## config.mk

```make
export PLATFORM = sky130hd
export DESIGN_NAME = uart_irq_ctrl
export DESIGN_NICKNAME = d
export VERILOG_FILES = /design/src/rtl/uart_irq_pkg.sv /design/src/rtl/uart_irq_tx.sv /design/src/rtl/uart_irq_rx.sv /design/src/rtl/uart_irq_timeout.sv /design/src/rtl/uart_irq_modem.sv /design/src/rtl/uart_irq_ctrl.sv
export SDC_FILE = /design/constraint.sdc
export NUM_CORES = 1
export LEC_CHECK = 0
export BUFFER_PORTS_ARGS = -buffer_cell sky130_fd_sc_hd__buf_4
export CORE_MARGIN = 4
export CORE_UTILIZATION = 30
export DETAILED_ROUTE_END_ITERATION = 12
export GPL_TIMING_DRIVEN = 0
export PLACE_DENSITY_LB_ADDON = 0.1
export SLEW_MARGIN = 20
export SYNTH_ARGS = -nofsm -noshare
export SYNTH_HDL_FRONTEND = slang
export SYNTH_HIERARCHICAL = 1
export SYNTH_SLANG_ARGS = --single-unit
```

## constraint.sdc

```tcl
create_clock -name clk -period 2.05 [get_ports clk]
set_input_delay 0.41 -clock clk [delete_from_list [all_inputs] [get_ports clk]]
set_output_delay 0.41 -clock clk [all_outputs]
set_load 0.1 [all_outputs]
```

## src/rtl/uart_irq_pkg.sv

```systemverilog
package uart_irq_pkg;

    localparam int SRC_TX  = 0;
    localparam int SRC_RX  = 1;
    localparam int SRC_MDM = 2;
    localparam int SRC_TO  = 3;
    localparam int NUM_SRC = 4;

    typedef enum logic { TX_QUIET, TX_PEND } tx_state_e;
    typedef enum logic { RX_QUIET, RX_PEND } rx_state_e;
    typedef enum logic { MD_STILL, MD_CHANGED } md_state_e;
    typedef enum logic [1:0] { TO_IDLE, TO_COUNT, TO_FIRED } to_state_e;

endpackage

```

## src/rtl/uart_irq_tx.sv

```systemverilog
module uart_irq_tx
    import uart_irq_pkg::*;
#(
    parameter int FIFO_DEPTH = 16,
    parameter int LVL_W      = $clog2(FIFO_DEPTH + 1)
) (
    input  logic             clk,
    input  logic             rst_n,
    input  logic             fifo_en,
    input  logic [LVL_W-1:0] level,
    input  logic             thr_empty,
    input  logic             thr_write,
    output logic             pending
);

    localparam logic [LVL_W-1:0] HALF = LVL_W'(FIFO_DEPTH / 2);

    tx_state_e state_q, state_d;

    always_ff @(posedge clk) begin
        if (!rst_n) state_q <= TX_QUIET;
        else        state_q <= state_d;
    end

    always_comb begin
        state_d = state_q;
        unique case (state_q)
            TX_QUIET: begin
                if (fifo_en ? (level < HALF) : (thr_empty && !thr_write))
                    state_d = TX_PEND;
            end
            TX_PEND: begin
                if (fifo_en ? (level > HALF) : thr_write)
                    state_d = TX_QUIET;
            end
            default: state_d = TX_QUIET;
        endcase
    end

    assign pending = (state_q == TX_PEND);

endmodule

```

## src/rtl/uart_irq_rx.sv

```systemverilog
module uart_irq_rx
    import uart_irq_pkg::*;
#(
    parameter int FIFO_DEPTH = 16,
    parameter int LVL_W      = $clog2(FIFO_DEPTH + 1)
) (
    input  logic             clk,
    input  logic             rst_n,
    input  logic             fifo_en,
    input  logic [LVL_W-1:0] level,
    input  logic             rbr_full,
    input  logic             rbr_read,
    output logic             pending
);

    localparam logic [LVL_W-1:0] HALF = LVL_W'(FIFO_DEPTH / 2);

    rx_state_e state_q, state_d;

    always_ff @(posedge clk) begin
        if (!rst_n) state_q <= RX_QUIET;
        else        state_q <= state_d;
    end

    always_comb begin
        state_d = state_q;
        unique case (state_q)
            RX_QUIET: begin
                if (fifo_en ? (level >= HALF) : (rbr_full && !rbr_read))
                    state_d = RX_PEND;
            end
            RX_PEND: begin
                if (fifo_en ? (level < HALF) : rbr_read)
                    state_d = RX_QUIET;
            end
            default: state_d = RX_QUIET;
        endcase
    end

    assign pending = (state_q == RX_PEND);

endmodule

```

## src/rtl/uart_irq_timeout.sv

```systemverilog
module uart_irq_timeout
    import uart_irq_pkg::*;
#(
    parameter int LVL_W        = 5,
    parameter int TIMEOUT_BITS = 32,
    parameter int CNT_W        = $clog2(TIMEOUT_BITS)
) (
    input  logic             clk,
    input  logic             rst_n,
    input  logic             fifo_en,
    input  logic [LVL_W-1:0] level,
    input  logic             rx_char,
    input  logic             rx_read,
    input  logic             bit_tick,
    output logic             pending
);

    localparam logic [CNT_W-1:0] LAST = CNT_W'(TIMEOUT_BITS - 1);

    to_state_e        state_q, state_d;
    logic [CNT_W-1:0] cnt_q, cnt_d;

    always_ff @(posedge clk) begin
        if (!rst_n) begin
            state_q <= TO_IDLE;
            cnt_q   <= '0;
        end else begin
            state_q <= state_d;
            cnt_q   <= cnt_d;
        end
    end

    always_comb begin
        state_d = state_q;
        cnt_d   = cnt_q;
        if (!fifo_en || level == '0) begin
            state_d = TO_IDLE;
            cnt_d   = '0;
        end else begin
            unique case (state_q)
                TO_IDLE: begin
                    state_d = TO_COUNT;
                    cnt_d   = '0;
                end
                TO_COUNT: begin
                    if (rx_char || rx_read) begin
                        cnt_d = '0;
                    end else if (bit_tick) begin
                        if (cnt_q == LAST) begin
                            state_d = TO_FIRED;
                            cnt_d   = '0;
                        end else begin
                            cnt_d = cnt_q + 1'b1;
                        end
                    end
                end
                TO_FIRED: state_d = TO_FIRED;
                default:  state_d = TO_IDLE;
            endcase
        end
    end

    assign pending = (state_q == TO_FIRED);

endmodule

```

## src/rtl/uart_irq_modem.sv

```systemverilog
module uart_irq_modem
    import uart_irq_pkg::*;
#(
    parameter int MODEM_W = 4
) (
    input  logic               clk,
    input  logic               rst_n,
    input  logic [MODEM_W-1:0] modem_in,
    input  logic               stat_write,
    output logic               pending
);

    logic [MODEM_W-1:0] sync1_q, sync2_q, prev_q;
    logic               change;
    md_state_e          state_q, state_d;

    always_ff @(posedge clk) begin
        if (!rst_n) begin
            sync1_q <= '0;
            sync2_q <= '0;
            prev_q  <= '0;
            state_q <= MD_STILL;
        end else begin
            sync1_q <= modem_in;
            sync2_q <= sync1_q;
            prev_q  <= sync2_q;
            state_q <= state_d;
        end
    end

    assign change = |(sync2_q ^ prev_q);

    always_comb begin
        state_d = state_q;
        unique case (state_q)
            MD_STILL:   if (change) state_d = MD_CHANGED;
            MD_CHANGED: if (stat_write && !change) state_d = MD_STILL;
            default:    state_d = MD_STILL;
        endcase
    end

    assign pending = (state_q == MD_CHANGED);

endmodule

```

## src/rtl/uart_irq_ctrl.sv

```systemverilog
module uart_irq_ctrl
    import uart_irq_pkg::*;
#(
    parameter int FIFO_DEPTH   = 16,
    parameter int TIMEOUT_BITS = 32,
    parameter int MODEM_W      = 4,
    parameter int LVL_W        = $clog2(FIFO_DEPTH + 1)
) (
    input  logic               clk,
    input  logic               rst_n,
    input  logic               fifo_en,
    input  logic [LVL_W-1:0]   tx_level,
    input  logic [LVL_W-1:0]   rx_level,
    input  logic               thr_empty,
    input  logic               thr_write,
    input  logic               rbr_full,
    input  logic               rbr_read,
    input  logic               rx_char,
    input  logic               rx_read,
    input  logic               bit_tick,
    input  logic [MODEM_W-1:0] modem_in,
    input  logic               modem_stat_write,
    input  logic [NUM_SRC-1:0] mask,
    output logic [NUM_SRC-1:0] raw_status,
    output logic               irq_tx,
    output logic               irq_rx,
    output logic               irq_any
);

    logic [NUM_SRC-1:0] masked;

    uart_irq_tx #(.FIFO_DEPTH(FIFO_DEPTH), .LVL_W(LVL_W)) u_tx (
        .clk(clk), .rst_n(rst_n), .fifo_en(fifo_en), .level(tx_level),
        .thr_empty(thr_empty), .thr_write(thr_write),
        .pending(raw_status[SRC_TX])
    );

    uart_irq_rx #(.FIFO_DEPTH(FIFO_DEPTH), .LVL_W(LVL_W)) u_rx (
        .clk(clk), .rst_n(rst_n), .fifo_en(fifo_en), .level(rx_level),
        .rbr_full(rbr_full), .rbr_read(rbr_read),
        .pending(raw_status[SRC_RX])
    );

    uart_irq_modem #(.MODEM_W(MODEM_W)) u_mdm (
        .clk(clk), .rst_n(rst_n), .modem_in(modem_in),
        .stat_write(modem_stat_write),
        .pending(raw_status[SRC_MDM])
    );

    uart_irq_timeout #(.LVL_W(LVL_W), .TIMEOUT_BITS(TIMEOUT_BITS)) u_to (
        .clk(clk), .rst_n(rst_n), .fifo_en(fifo_en), .level(rx_level),
        .rx_char(rx_char), .rx_read(rx_read), .bit_tick(bit_tick),
        .pending(raw_status[SRC_TO])
    );

    assign masked  = raw_status & mask;
    assign irq_tx  = masked[SRC_TX];
    assign irq_rx  = masked[SRC_RX];
    assign irq_any = |masked;

endmodule

```

* After elaboration in Yosys (flattened, before gate mapping)
Cells that the tools add are included.
** Storage, ports and cells
- Bits in registers :: 22
- Bits of input ports :: 29
- Output and inout port bits :: 7
- Logic and storage cells :: 64
** Cells by class
- Add/subtract/negate cells :: 1
- $lt $le $gt $ge :: 4
- Equal/unequal tests :: 7
- Mux-type cells :: 21
- Bitwise logic cells :: 6
- Reductions and logical operators :: 17
** Operators with widths (count)
- 5-bit two-way mux :: 3
- 5-bit by 4-bit less-than comparator with 1-bit output, second input constant :: 2
- 1-bit two-way mux :: 10
- 5-bit one-hot mux with 2 select lines :: 1
- 4-bit OR reduction :: 2
- 2-bit two-way mux :: 3
- 1-bit one-hot mux with 2 select lines :: 3
- 2-bit one-hot mux with 3 select lines :: 1
- 5-bit by 1-bit adder with 5-bit output, second input constant :: 1
- 5-bit equality test, second input constant :: 1
- 5-bit by 4-bit greater-or-equal comparator with 1-bit output, second input constant :: 1
- 5-bit by 4-bit > comparator with 1-bit output, second input constant :: 1
- 5-bit logical NOT :: 1
- 4-bit AND :: 1
- 1-bit logical NOT :: 4
- 2-bit inequality test, second input constant :: 2
- 1-bit inverter :: 4
- 4-bit bitwise XOR :: 1
- 1-bit logical AND :: 3
- 3-bit by 2-bit inequality test with 1-bit output, second input constant :: 1
- 3-bit AND reduction :: 1
- 2-bit by 1-bit equality test with 1-bit output, second input constant :: 1
- 2-bit equality test, second input constant :: 1
- 2-bit logical NOT :: 1
- 5 further kinds :: 6

* Longest topological paths before layout
- Depth in word-level cells :: 6
- Gate-level depth with buffers :: 6
- Mapped depth without buffers :: 6

* Cells and area by module
Netlist, hierarchy kept.
** By module, submodules not included
- uart_irq_timeout :: instances 1, cells an instance 47, area an instance 432.9 sq um, sequential area each 140.1 sq um
- uart_irq_modem :: instances 1, cells an instance 33, area an instance 394.1 sq um, sequential area each 260.2 sq um
- uart_irq_tx :: instances 1, cells an instance 7, area an instance 57.6 sq um, sequential area each 20.0 sq um
- uart_irq_rx :: instances 1, cells an instance 4, area an instance 47.5 sq um, sequential area each 20.0 sq um
- uart_irq_ctrl :: instances 1, cells an instance 4, area an instance 30.0 sq um, sequential area each 0.0 sq um

* Least setup slack after synthesis
No wires, ideal clock.
- Path type :: register to output
- Start :: reg u_rx.state_q, in the netlist u_rx/pending
- End :: out irq_any
- Arrival :: 2.639 ns
- Required time :: 1.640 ns
- Path slack :: -0.999 ns
- Stages on the path, launching flop included :: 3
- Buffers on the path :: 0
- Path through :: dfxtp_1 and2_1 or3_1
** Between the ends
- Cells in the longest elaborated chain, start to end :: 2
** RTL lines
- start, declared :: RTL line uart_irq_rx.sv:18 : rx_state_e state_q, state_d;
- start signal, assigned :: RTL line uart_irq_rx.sv:22 : else state_q <= state_d;
- 4-bit AND :: RTL line uart_irq_ctrl.sv:56 : assign masked = raw_status & mask;
- named net irq_rx :: RTL line uart_irq_ctrl.sv:26 : output logic irq_rx,
- 4-bit OR reduction :: RTL line uart_irq_ctrl.sv:59 : assign irq_any = |masked;
- end, declared :: RTL line uart_irq_ctrl.sv:27 : output logic irq_any
The timed path passes the listed nets, and every way through them passes these cells.

* Final worst setup path
- Start :: reg u_to.state_q[0]
- End :: out irq_any
** Between the ends
- Cells in the longest elaborated chain, start to end :: 3
** RTL lines
- start, declared :: RTL line uart_irq_timeout.sv:20 : to_state_e state_q, state_d;
- start signal, assigned :: RTL line uart_irq_timeout.sv:28 : state_q <= state_d;
- 2-bit equality test :: RTL line uart_irq_timeout.sv:63 : assign pending = (state_q == TO_FIRED);
- 4-bit AND :: RTL line uart_irq_ctrl.sv:56
- 4-bit OR reduction :: RTL line uart_irq_ctrl.sv:59
No other way between the ends.

==> reports/metrics.cfg <==
[yosys]
synth_common_cells=dfxtp_1, and2_1, o21ai_0
yosysMostFrequentCell=dfxtp_1
synth_ff_type=dfxtp_1
synth-edff-count=0
synthCells=95
async_flop_share=0
yosysSeqAreaShare=0.458
ys_ff_latch=22
synth.distinct_cells=35
synth_top_area_share=0.458
avgSynthCellArea_um2=10.1
yosys_warnings=6
yosysTopAreaCell=dfxtp_1
syn_nets=129
synth_area_um2=962
synth_area_leaders=dfxtp_1, and2_1, ha_1

[final_layout]
final_nets=170
areaGrowthSynthToFinish_pct=42.9
drive_gt1_frac=0.400
final_cells=179
diodes=0
utilization=0.450

[routing]
dr_total_vias=848
viasPerCell=4.74
wire_per_inst_um=11.5
detail_route.iter0.violations=35
final_antenna_net_count=0
drtPass1Iterations=4
wl_um=2050
drc_errors=0

[global_routing]
antenna_found_initial=0
grt_pass1_vias=815
grt_usage=0.108
grt_first_pass_wirelength_um=3530
grt.overflow.total=0
grt_max_degree=14

[placement]
io_buffers=35
gp_congestion=0.740
place_hpwl_um=1570
place_inst=174
dp_slack_ns=0.279

[power]
seq_power_share=0.457
power_leakage_uw=0.000585
vdd_drop_max_mv=0.367
switching_share=0.266
internal_power_uw=730
power_uw=995
pwr-share-comb=0.210
power_switching_uw=265
power.density_nw_per_um2=724
pwr-share-clk=0.333

[clock_tree]
clk_latency_ns=0.30
cts_buffer_depth=2
htreeDepth=1
clockRootBuffer=clkbuf_4
cts_hold_buf=0
tritoncts=done
numCtsBuffers=3
clkTransAtPathRegs_ns=0.13
cts_sinks=22

[floorplan]
io_pins=36
core_um2=3050
die_y_um=64.6
dieArea_um2=4180
initial_core_util=0.315
die_w_um=64.6
placementRows=20

[critical_path]
rrSetupSlack_ns=0.36
worstPathMaxFanout=3
endpoint_kind=output pin
crit_start=u_to/state_q[0]
cp.arrival_ns=1.58
required_ns=1.64
crit_end=irq_any
r2r-start=u_to/state_q[0]
worstSetupStartpointType=flip-flop
r2r.worst_path.cells=5
r2r_end=u_to/cnt_q[3]
critical_path_class=flip-flop to output pin

[timing]
finalSetupViolCount=0
relSlewSlack=0.685
fin_crit_sh=0.973
worst_pin_slew_ns=0.465
period_minus_slack_ns=1.99
skew_ns=0.00335
drv_slew=0
rsz0062_at_grt=yes
hold_violations=0
post-route-worst-setup-slack_ns=0.0561
max_clock_freq_mhz=502

[worst_hold_path]
hold_path.class=primary input to flip-flop

[outcome]
status=finished clean

[flow_run]
max_cap_viol_count=0

[cells in the final DEF, fill, tap and decap left out, types with 2 or more instances in the layout]
cell      synthesis  layout
or3_1             3       2
o31ai_1           2       2
a21oi_1           5       5
dfxtp_1          22      19
o21ai_0           6       6
clkbuf_4          0       3
xor2_1            3       3
nand2b_1          2       2
dfxtp_2           0       3
and2_4            1       2
and2_1           13      12
nand4_1           2       2
ha_1              5       4
buf_4             0      35
or4_1             2       2
a211oi_1          2       2
nor2_1            2       2
inv_1             5       4
[critical path, cell delays in order (launching register included)]
cell	delay, ns
dfxtp_2	0.36
inv_2	0.04
ha_2	0.17
a22o_1	0.19
or3_4	0.34
buf_12	0.17
[what timing repair did]
action | 4_1_cts | 5_1_grt
endpoints found under the setup margin | 1 | 2
setup buffers | 0 | 1
resized for setup | 3 | 3
pin swaps | 0 | 1
[power by group through the flow]
stage / Combinational [uW] / Clock, uW / Sequential [uW]
2_1_floorplan: 93.1 / 0 / 497
3_3_place_gp: 195 / 0 / 463
3_5_place_dp: 198 / 0 / 464
4_1_cts: 203 / 345 / 455
5_1_grt: 225 / 371 / 457
6_report: 209 / 331 / 455
[per-layer routing]
metal / GRT usage / share of wire / vias up
met5: 0 / 0 / -
met4: 0.0633 / 0.017 / 0
met3: 0.0433 / 0.098 / 4
met2: 0.165 / 0.43 / 33
met1: 0.128 / 0.45 / 388
li1: - / - / 423
[sequential cells by signal, summed over array words and instances, names as in the netlist]
register and cells:
u_mdm/sync2_q 4, u_to/state_q 2, u_mdm/prev_q 4, u_to/cnt_q 5, u_mdm/sync1_q 4, u_mdm/pending 1, u_tx/pending 1, u_rx/pending 1
[per-stage QoR]
step | cell area [um2] | setup TNS [ns] | hold WS [ns]
after floorplan | 975 | 0 | 0.412
after global placement | 1290 | 0 | 0.414
after detailed placement | 1290 | 0 | 0.418
after CTS | 1350 | 0 | 0.286
after global routing | 1380 | -0.0161 | 0.268
final | 1380 | 0 | 0.303
[how the worst min path moves through the flow]
stage,slack (ns),to,cells after the start,start
after floorplan,0.41,u_mdm/sync2_q[0],1,u_mdm/sync1_q[0]
after global placement,0.41,u_mdm/sync2_q[0],1,u_mdm/sync1_q[0]
after detailed placement,0.42,u_mdm/sync2_q[3],1,u_mdm/sync1_q[3]
after CTS,0.29,u_mdm/sync1_q[2],2,modem_in[2]
after global routing,0.27,u_mdm/sync1_q[2],2,modem_in[2]
final,0.30,u_mdm/sync1_q[2],2,modem_in[2]
[layout make-up]
cell class                      instances  area [um2]
Sequential cell                        22         444
Tap cell                               44        55.1
Inverter                                5        18.8
Timing Repair Buffer                   36         283
Fill cell                             313        1680
Clock buffer                            3        22.5
Clock inverter                          1        30.0
Buffer                                  1        3.75
Multi-Input combinational cell         67         518
[cells by family after synthesis]
family | count (synthesis) | share of synthesized area
adder cells (fa/ha/maj) | 5 | 0.0650
buffers and inverters | 6 | 0.0234
AO/OA/AOI/OAI | 23 | 0.172
XOR/XNOR | 4 | 0.0364
flip-flops | 22 | 0.458
AND/OR/NAND/NOR | 35 | 0.246
Note: power is estimated with default switching activity, not from simulation.
